### src/rtl/nand_split_pkg.sv
package nand_split_pkg;
    localparam int META_BYTES = 4;
    localparam int MARK_BYTES = 6;
    localparam int SEQ_BASE   = MARK_BYTES;

    typedef enum logic [2:0] {
        SEG_META, SEG_PKT, SEG_ECC, SEG_HEAD, SEG_MARK, SEG_TAIL, SEG_LAST_ECC
    } seg_e;

    typedef enum logic [1:0] {
        RT_NONE, RT_DATA, RT_MARK, RT_SEQ
    } route_e;

    typedef struct packed {
        route_e kind;
        logic   last;
    } route_t;

    function automatic route_e route_of(seg_e s);
        case (s)
            SEG_PKT, SEG_HEAD, SEG_TAIL:       return RT_DATA;
            SEG_MARK:                          return RT_MARK;
            SEG_META, SEG_ECC, SEG_LAST_ECC:   return RT_SEQ;
            default:                           return RT_NONE;
        endcase
    endfunction
endpackage

### src/rtl/nsp_segment_fsm.sv
module nsp_segment_fsm
    import nand_split_pkg::*;
#(
    parameter int W = 16
) (
    input  logic         clk,
    input  logic         rst,
    input  logic [W-1:0] cfg_page,
    input  logic [W-1:0] cfg_pkt,
    input  logic [W-1:0] cfg_ecc,
    input  logic         adv,
    output route_t       route_o
);
    seg_e         seg_q;
    logic [W-1:0] left_q;
    logic [W-1:0] mark_q;
    logic [W-1:0] head_q;
    logic [W-1:0] mark_dec;
    logic         pre_mark;

    assign mark_dec = mark_q - W'(1);
    assign pre_mark = (seg_q == SEG_META) || (seg_q == SEG_PKT) ||
                      (seg_q == SEG_ECC)  || (seg_q == SEG_HEAD);

    always_ff @(posedge clk) begin
        if (rst) begin
            seg_q  <= SEG_META;
            left_q <= W'(META_BYTES - 1);
            mark_q <= cfg_page;
            head_q <= '0;
        end else if (adv) begin
            if (pre_mark) mark_q <= mark_dec;
            if (left_q != '0) begin
                left_q <= left_q - W'(1);
            end else begin
                case (seg_q)
                    SEG_META, SEG_ECC: begin
                        if (mark_dec > cfg_pkt) begin
                            seg_q  <= SEG_PKT;
                            left_q <= cfg_pkt - W'(1);
                        end else begin
                            seg_q  <= SEG_HEAD;
                            left_q <= mark_dec - W'(1);
                            head_q <= mark_dec;
                        end
                    end
                    SEG_PKT: begin
                        seg_q  <= SEG_ECC;
                        left_q <= cfg_ecc - W'(1);
                    end
                    SEG_HEAD: begin
                        seg_q  <= SEG_MARK;
                        left_q <= W'(MARK_BYTES - 1);
                    end
                    SEG_MARK: begin
                        if (head_q < cfg_pkt) begin
                            seg_q  <= SEG_TAIL;
                            left_q <= cfg_pkt - head_q - W'(1);
                        end else begin
                            seg_q  <= SEG_LAST_ECC;
                            left_q <= cfg_ecc - W'(1);
                        end
                    end
                    SEG_TAIL: begin
                        seg_q  <= SEG_LAST_ECC;
                        left_q <= cfg_ecc - W'(1);
                    end
                    default: begin
                        seg_q  <= SEG_META;
                        left_q <= W'(META_BYTES - 1);
                        mark_q <= cfg_page;
                    end
                endcase
            end
        end
    end

    always_comb begin
        route_o.kind = adv ? route_of(seg_q) : RT_NONE;
        route_o.last = adv && (seg_q == SEG_LAST_ECC) && (left_q == '0);
    end
endmodule

### src/rtl/nsp_index_gen.sv
module nsp_index_gen
    import nand_split_pkg::*;
#(
    parameter int W = 16
) (
    input  logic         clk,
    input  logic         rst,
    input  route_t       route_i,
    input  logic [7:0]   byte_i,
    output logic         data_stb,
    output logic [W-1:0] data_idx,
    output logic         spare_stb,
    output logic [W-1:0] spare_idx,
    output logic [7:0]   out_byte,
    output logic         page_done
);
    logic [W-1:0] data_cnt, mark_cnt, seq_cnt;

    always_ff @(posedge clk) begin
        if (rst) begin
            data_cnt  <= '0;
            mark_cnt  <= '0;
            seq_cnt   <= W'(SEQ_BASE);
            data_stb  <= 1'b0;
            spare_stb <= 1'b0;
            page_done <= 1'b0;
            data_idx  <= '0;
            spare_idx <= '0;
            out_byte  <= '0;
        end else begin
            data_stb  <= (route_i.kind == RT_DATA);
            spare_stb <= (route_i.kind == RT_MARK) || (route_i.kind == RT_SEQ);
            page_done <= route_i.last;
            if (route_i.kind != RT_NONE) out_byte <= byte_i;
            case (route_i.kind)
                RT_DATA: begin
                    data_idx <= data_cnt;
                    data_cnt <= data_cnt + W'(1);
                end
                RT_MARK: begin
                    spare_idx <= mark_cnt;
                    mark_cnt  <= mark_cnt + W'(1);
                end
                RT_SEQ: begin
                    spare_idx <= seq_cnt;
                    seq_cnt   <= seq_cnt + W'(1);
                end
                default: ;
            endcase
            if (route_i.last) begin
                data_cnt <= '0;
                mark_cnt <= '0;
                seq_cnt  <= W'(SEQ_BASE);
            end
        end
    end
endmodule

### src/rtl/nand_page_splitter.sv
module nand_page_splitter
    import nand_split_pkg::*;
#(
    parameter int W = 16
) (
    input  logic         clk,
    input  logic         rst,
    input  logic [W-1:0] cfg_page_bytes,
    input  logic [W-1:0] cfg_pkt_bytes,
    input  logic [W-1:0] cfg_ecc_bytes,
    input  logic         in_valid,
    input  logic [7:0]   in_byte,
    output logic         data_stb,
    output logic [W-1:0] data_idx,
    output logic         spare_stb,
    output logic [W-1:0] spare_idx,
    output logic [7:0]   out_byte,
    output logic         page_done
);
    route_t route;

    nsp_segment_fsm #(.W(W)) seg_i (
        .clk      (clk),
        .rst      (rst),
        .cfg_page (cfg_page_bytes),
        .cfg_pkt  (cfg_pkt_bytes),
        .cfg_ecc  (cfg_ecc_bytes),
        .adv      (in_valid),
        .route_o  (route)
    );

    nsp_index_gen #(.W(W)) idx_i (
        .clk       (clk),
        .rst       (rst),
        .route_i   (route),
        .byte_i    (in_byte),
        .data_stb  (data_stb),
        .data_idx  (data_idx),
        .spare_stb (spare_stb),
        .spare_idx (spare_idx),
        .out_byte  (out_byte),
        .page_done (page_done)
    );
endmodule

### config.mk
export PLATFORM = sky130hd
export DESIGN_NAME = nand_page_splitter
export DESIGN_NICKNAME = d
export VERILOG_FILES = /design/src/rtl/nand_split_pkg.sv /design/src/rtl/nsp_segment_fsm.sv /design/src/rtl/nsp_index_gen.sv /design/src/rtl/nand_page_splitter.sv
export SDC_FILE = /design/constraint.sdc
export NUM_CORES = 1
export LEC_CHECK = 0
export BUFFER_PORTS_ARGS = -buffer_cell sky130_fd_sc_hd__buf_2
export CORE_UTILIZATION = 45
export DETAILED_ROUTE_END_ITERATION = 8
export GPL_TIMING_DRIVEN = 0
export PLACE_DENSITY_LB_ADDON = 0.15
export SLEW_MARGIN = 10
export SYNTH_ARGS = -nofsm -noshare
export SYNTH_HDL_FRONTEND = slang
export SYNTH_SLANG_ARGS = --single-unit
### constraint.sdc
create_clock -name clk -period 10.5 [get_ports clk]
set_clock_uncertainty 0.05 [all_clocks]
set_input_delay 1.05 -clock clk [delete_from_list [all_inputs] [get_ports clk]]
set_output_delay 1.05 -clock clk [all_outputs]
set_load 0.05 [all_outputs]
== Word-level counts from Yosys, hierarchy flattened ==
Cells that the tools add are included.
Cells by class
  magnitude comparators: 2
  bitwise gates (word level): 2
  eq/ne operators: 9
  muxes and demuxes: 15
  add/sub/neg operators: 10
  reductions and logical operators: 20
Operator list (count)
  16-bit two-way mux: 8
  16-bit by 1-bit subtractor with 16-bit output (second input constant): 6
  16-bit case mux with 4 select lines: 1
  16-bit by 1-bit adder with 16-bit output (second input constant): 3
  16-bit case mux with 2 select lines: 1
  16-bit greater-than comparator: 1
  16-bit zero test: 1
  16-bit < comparator: 1
  16-bit nonzero test: 1
  16-bit subtractor: 1
  3-bit case mux with 5 select lines: 1
  3-bit == test (second input constant): 3
  3-bit by 2-bit == test with 1-bit output (second input constant): 2
  2-bit two-way mux: 3
  2-bit case mux with 3 select lines: 1
  2-bit nonzero test: 3
  2-bit OR reduction: 3
  3-bit OR reduction: 2
  6-bit OR reduction: 1
  2-bit == test (second input constant): 2
  1-bit logical OR: 4
  4-bit AND reduction: 1
  3-bit by 1-bit == test with 1-bit output (second input constant): 1
  3-bit zero test: 1
  4 further kinds: 6
Word-level totals
  output and inout port bits: 43
  register bits after elaboration: 142
  input bits: 59

== Logic depth before layout (Yosys ltp) ==
  depth after elaboration: 9
  gate-level depth with buffers: 23
  gate-level depth less buffers: 20

== Cells and area by module ==
Synthesis repeated with hierarchy kept, for this count alone.
Unflattened totals
  cells, all modules: 1182
  area, all modules: 9391.5 sq um
Modules (own cells, without submodules)
  nsp_segment_fsm: cells an instance 748, times used 1, area each 5605.4 sq um
  nsp_index_gen: cells an instance 434, times used 1, area each 3786.1 sq um

== Worst setup path after synthesis ==
No wires, ideal clock.
  path type: register -> register
  start point: register seg_i.mark_q[0]
  end point: register seg_i.left_q[8]
  stages on the path, launching flop included: 23
  setup time: 0.125 ns
  period minus slack after synthesis: 4.982 ns
  required time: 10.325 ns
  arrival time: 4.807 ns
  buffers on the path: 3
  slack: 5.518 ns
  cell sequence: edfxtp_1 > buf_6 > inv_1 > ha_1 > nor3b_2 > nand2_1 > or3_1 > xor2_1 > inv_1 > ha_1 > nand3_1 > nor4_2 > nand4_1 > nand2_2 > clkbuf_1 > nand2_1 > o21ai_0 > ha_1 > clkbuf_1 > mux4_2 > nor4b_2 > o31ai_1 > a31oi_1
On the way
  longest elaborated chain between the ends: 5
RTL lines
  start: declaration: line nsp_segment_fsm.sv:16  | logic [W-1:0] mark_q;
  start signal: assignment: line nsp_segment_fsm.sv:29  | mark_q <= cfg_page;
  start signal: assignment: line nsp_segment_fsm.sv:32  | if (pre_mark) mark_q <= mark_dec;
  start signal: assignment: line nsp_segment_fsm.sv:71  | mark_q <= cfg_page;
  16-bit by 1-bit subtractor with 16-bit output *: line nsp_segment_fsm.sv:21  | assign mark_dec = mark_q - W'(1);
  net seg_i.mark_dec[0]: line nsp_segment_fsm.sv:18  | logic [W-1:0] mark_dec;
  16-bit by 1-bit subtractor with 16-bit output / 16-bit greater-than comparator (equally long branches): line nsp_segment_fsm.sv:43, nsp_segment_fsm.sv:38
  16-bit two-way mux *: line nsp_segment_fsm.sv:38  | if (mark_dec > cfg_pkt) begin
  16-bit case mux with 4 select lines *: line nsp_segment_fsm.sv:36  | case (seg_q)
  16-bit two-way mux *: line nsp_segment_fsm.sv:33  | if (left_q != '0) begin
  end signal: assignment: line nsp_segment_fsm.sv:34  | left_q <= left_q - W'(1);
  end signal: assignment: line nsp_segment_fsm.sv:40  | left_q <= cfg_pkt - W'(1);
  end signal: assignment: line nsp_segment_fsm.sv:43  | left_q <= mark_dec - W'(1);
  end: declaration: line nsp_segment_fsm.sv:15  | logic [W-1:0] left_q;
Mark *: on every way through the listed nets, which the timed path passes. The rest lies on a longest branch.
A chain may end at the register's enable or synchronous reset.

== Worst setup path after layout ==
Same ends and word-level chain as after synthesis.

==> results_dict.tcl <==
set metrics [dict create \
    placed_area_um2 10100 \
    post_drt_wl_per_cell_um 16.5 \
    cts_root_buf "clkbuf_16" \
    setup_violations 0 \
    slew_headroom 0.376 \
    critical_path_class "flop to flop" \
    io_pins 102 \
    wl_um 25700 \
    ys_ff_latch 142 \
    ir_drop_uv 123 \
    syn_avg_cell_area_um2 8.06 \
    rsz0062_at_grt "no" \
    r2r_cells 22 \
    async_flop_share 0 \
    synth_edf_count 16 \
    place_congestion 0.895 \
    worst_pin_slew_ns 0.927 \
    min-delay-path-class "flop to flop" \
    synth_ff_type "dfxtp_1" \
    yosysMostFrequentCell "nor2_1" \
    synthesis.area_um2 9290 \
    cp_max_fo 10 \
    clk_pin_slew_ns 0.08 \
    hpwl_um 19800 \
    num_vias 8488 \
    areaGrowthSynthToFinish_pct 15.6 \
    synth_area_leaders "dfxtp_1 27%, ha_1 7.4%, nor2_1 6.5%, xnor2_1 5.7%, nand2_1 5.4%" \
    instances_no_fill 1556 \
    yosysTopAreaCell "dfxtp_1" \
    antenna_violating_nets_post_route 0 \
    die_x_um 146 \
    p_leak_nw 4.42 \
    cts_tree "yes" \
    top_layer "met5" \
    cts_setup_buffers 0 \
    grt_max_degree 17 \
    synth_nets 1268 \
    clkLatencyLatePin_ns 0.44 \
    arrival_ns 6.52 \
    wl_met2_um 11500 \
    fin_util 0.531 \
    drv_cap 0 \
    dieArea_um2 21200 \
    clock.fmax_ghz 0.160 \
    dieHeight_um 146 \
    drc 0 \
    viasPerCell 5.46 \
    clock_path_buffers 2 \
    ys_warn_count 0 \
    core_um2 20200 \
    finalPower_w 0.00153 \
    netlist_top_cells_count "160 x nor2_1, 133 x nand2_1, 126 x dfxtp_1, 77 x a21oi_1, 60 x xnor2_1" \
    antenna_found_initial 2 \
    drtPass1Iterations 5 \
    min_period_ns 6.24 \
    ys_seq_area_frac 0.323 \
    htree_num_levels 4 \
    slew_viol_final 0 \
    row_count 52 \
    cts-buffers-inserted 17 \
    clock-sinks 142 \
    final_area_um2 10700 \
    setup_tns_ns 0 \
    min_period_over_period 0.594 \
    status "finished clean" \
    insertedDiodeCount 0 \
    wl_met1_um 12400 \
    grt_pass1_vias 7846 \
    powerDensity_nw_per_um2 143 \
    crit_required_ns 10.78 \
    cts-hold-fix-buffers 0 \
    drt_iter0_drc 611 \
    hold_viol_final 0 \
    critPathCaptureType "flop" \
    holdPathStages 2 \
    io_buffers 101 \
    grt_use_total 0.245 \
    start_kind "flop" \
    syn_inst 1153 \
    layout.nets 1388 \
    yosysUniqueCellTypes 85 \
    dp.cells 1524 \
    drive_gt1_frac 0.144 \
    start_util 0.459 \
    grt_overflow_total 0 \
    synth_top_area_frac 0.271 \
    dr_wl_met3_um 1520 \
    grt_pass1_wl_um 41200 \
    cts_repair_resize_count 0 \
]
==> state kept, by name, summed over array words and instances (netlist names) <==
register / count
seg_i.head_q: 16
idx_i.data_stb: 1
idx_i.seq_cnt: 16
idx_i.out_byte: 8
idx_i.spare_idx: 16
seg_i.left_q: 16
seg_i.mark_q: 16
idx_i.data_idx: 16
idx_i.spare_stb: 1
idx_i.data_cnt: 16
idx_i.mark_cnt: 16
seg_i.seg_q: 3
idx_i.page_done: 1
==> worst paths after layout <==
check | startpoint | to | slack (ns)
worst max-delay path | seg_i.mark_q[0] | seg_i.left_q[8] | 4.26
worst min-delay path | idx_i.data_idx[8] | idx_i.data_idx[8] | 0.40
worst max register to register | seg_i.mark_q[0] | seg_i.left_q[8] | 4.26
worst min register to register | idx_i.data_idx[8] | idx_i.data_idx[8] | 0.40
==> worst max-delay path: stages, from the launching register on <==
cell	delay (ns)
edfxtp_1	0.42
buf_6	0.17
inv_1	0.05
ha_1	0.23
nor3b_2	0.37
nand2_1	0.25
or3_1	0.37
xor2_1	0.26
inv_1	0.10
ha_1	0.31
nand3_1	0.15
nor4_2	0.40
nand4_1	0.40
nand2_2	0.41
clkbuf_1	0.42
nand2_1	0.10
o21ai_0	0.10
ha_1	0.17
clkbuf_1	0.37
mux4_2	0.36
nor4b_2	0.18
o31ai_1	0.36
a31oi_1	0.12
==> cell usage in the layout, fill, tap and decap left out, types with 6 or more instances in the layout <==
master / n
or3_1: 17
o22ai_1: 10
xor2_1: 41
inv_1: 55
clkbuf_1: 34
or2_2: 6
ha_1: 55
a21o_1: 10
nand3_1: 29
dfxtp_1: 126
o31ai_1: 7
buf_2: 105
o21ai_0: 50
a21oi_1: 77
nor3_1: 33
a31oi_1: 8
a211oi_1: 29
mux2i_1: 31
and3_1: 13
edfxtp_1: 16
clkbuf_16: 17
o21ai_1: 7
nand4_1: 16
nor2_1: 160
o221ai_1: 7
buf_6: 7
nor4_1: 16
nand2_1: 133
xnor2_1: 60
==> where the power goes <==
| group | internal (W) | switching (W) |
|---|---|---|
| Sequential | 0.000571 | 0.0000212 |
| Clock | 0.000346 | 0.000285 |
| Combinational | 0.000117 | 0.000193 |
==> logic make-up (layout without fill, tap and decap cells) <==
logic type / Yosys count / count (layout) / synth area share
xor+xnor: 107 / 107 / 0.107
buf+inv: 110 / 243 / 0.0545
simple gates: 463 / 463 / 0.234
compound gates: 241 / 241 / 0.165
mux: 34 / 34 / 0.0407
fa+ha+maj: 56 / 56 / 0.0762
flops: 142 / 142 / 0.323
==> through the flow <==
| step | hold slack [ns] | setup WS (ns) |
|---|---|---|
| after detailed placement | 0.396 | 4.25 |
| after CTS | 0.406 | 4.26 |
| after global placement | 0.391 | 4.30 |
| after floorplan | 0.394 | 5.52 |
| after global routing | 0.426 | 3.80 |
| final | 0.404 | 4.26 |
==> final cells by class <==
| cell class | count | area, µm² |
|---|---|---|
| repair buffers | 101 | 505 |
| multi-input cells | 901 | 5780 |
| inverters | 56 | 210 |
| well taps | 270 | 338 |
| fillers | 1998 | 9500 |
| flip-flops and latches | 142 | 3000 |
| clock inverters | 14 | 164 |
| clock buffers | 18 | 439 |
| plain buffers | 54 | 297 |
==> routing by layer <==
layer,up-vias,global-route usage
li1,4290,-
met1,3906,0.340
met2,266,0.387
met3,24,0.0498
met4,2,0.0642
met5,-,0
(Power assumes the default switching activity.)
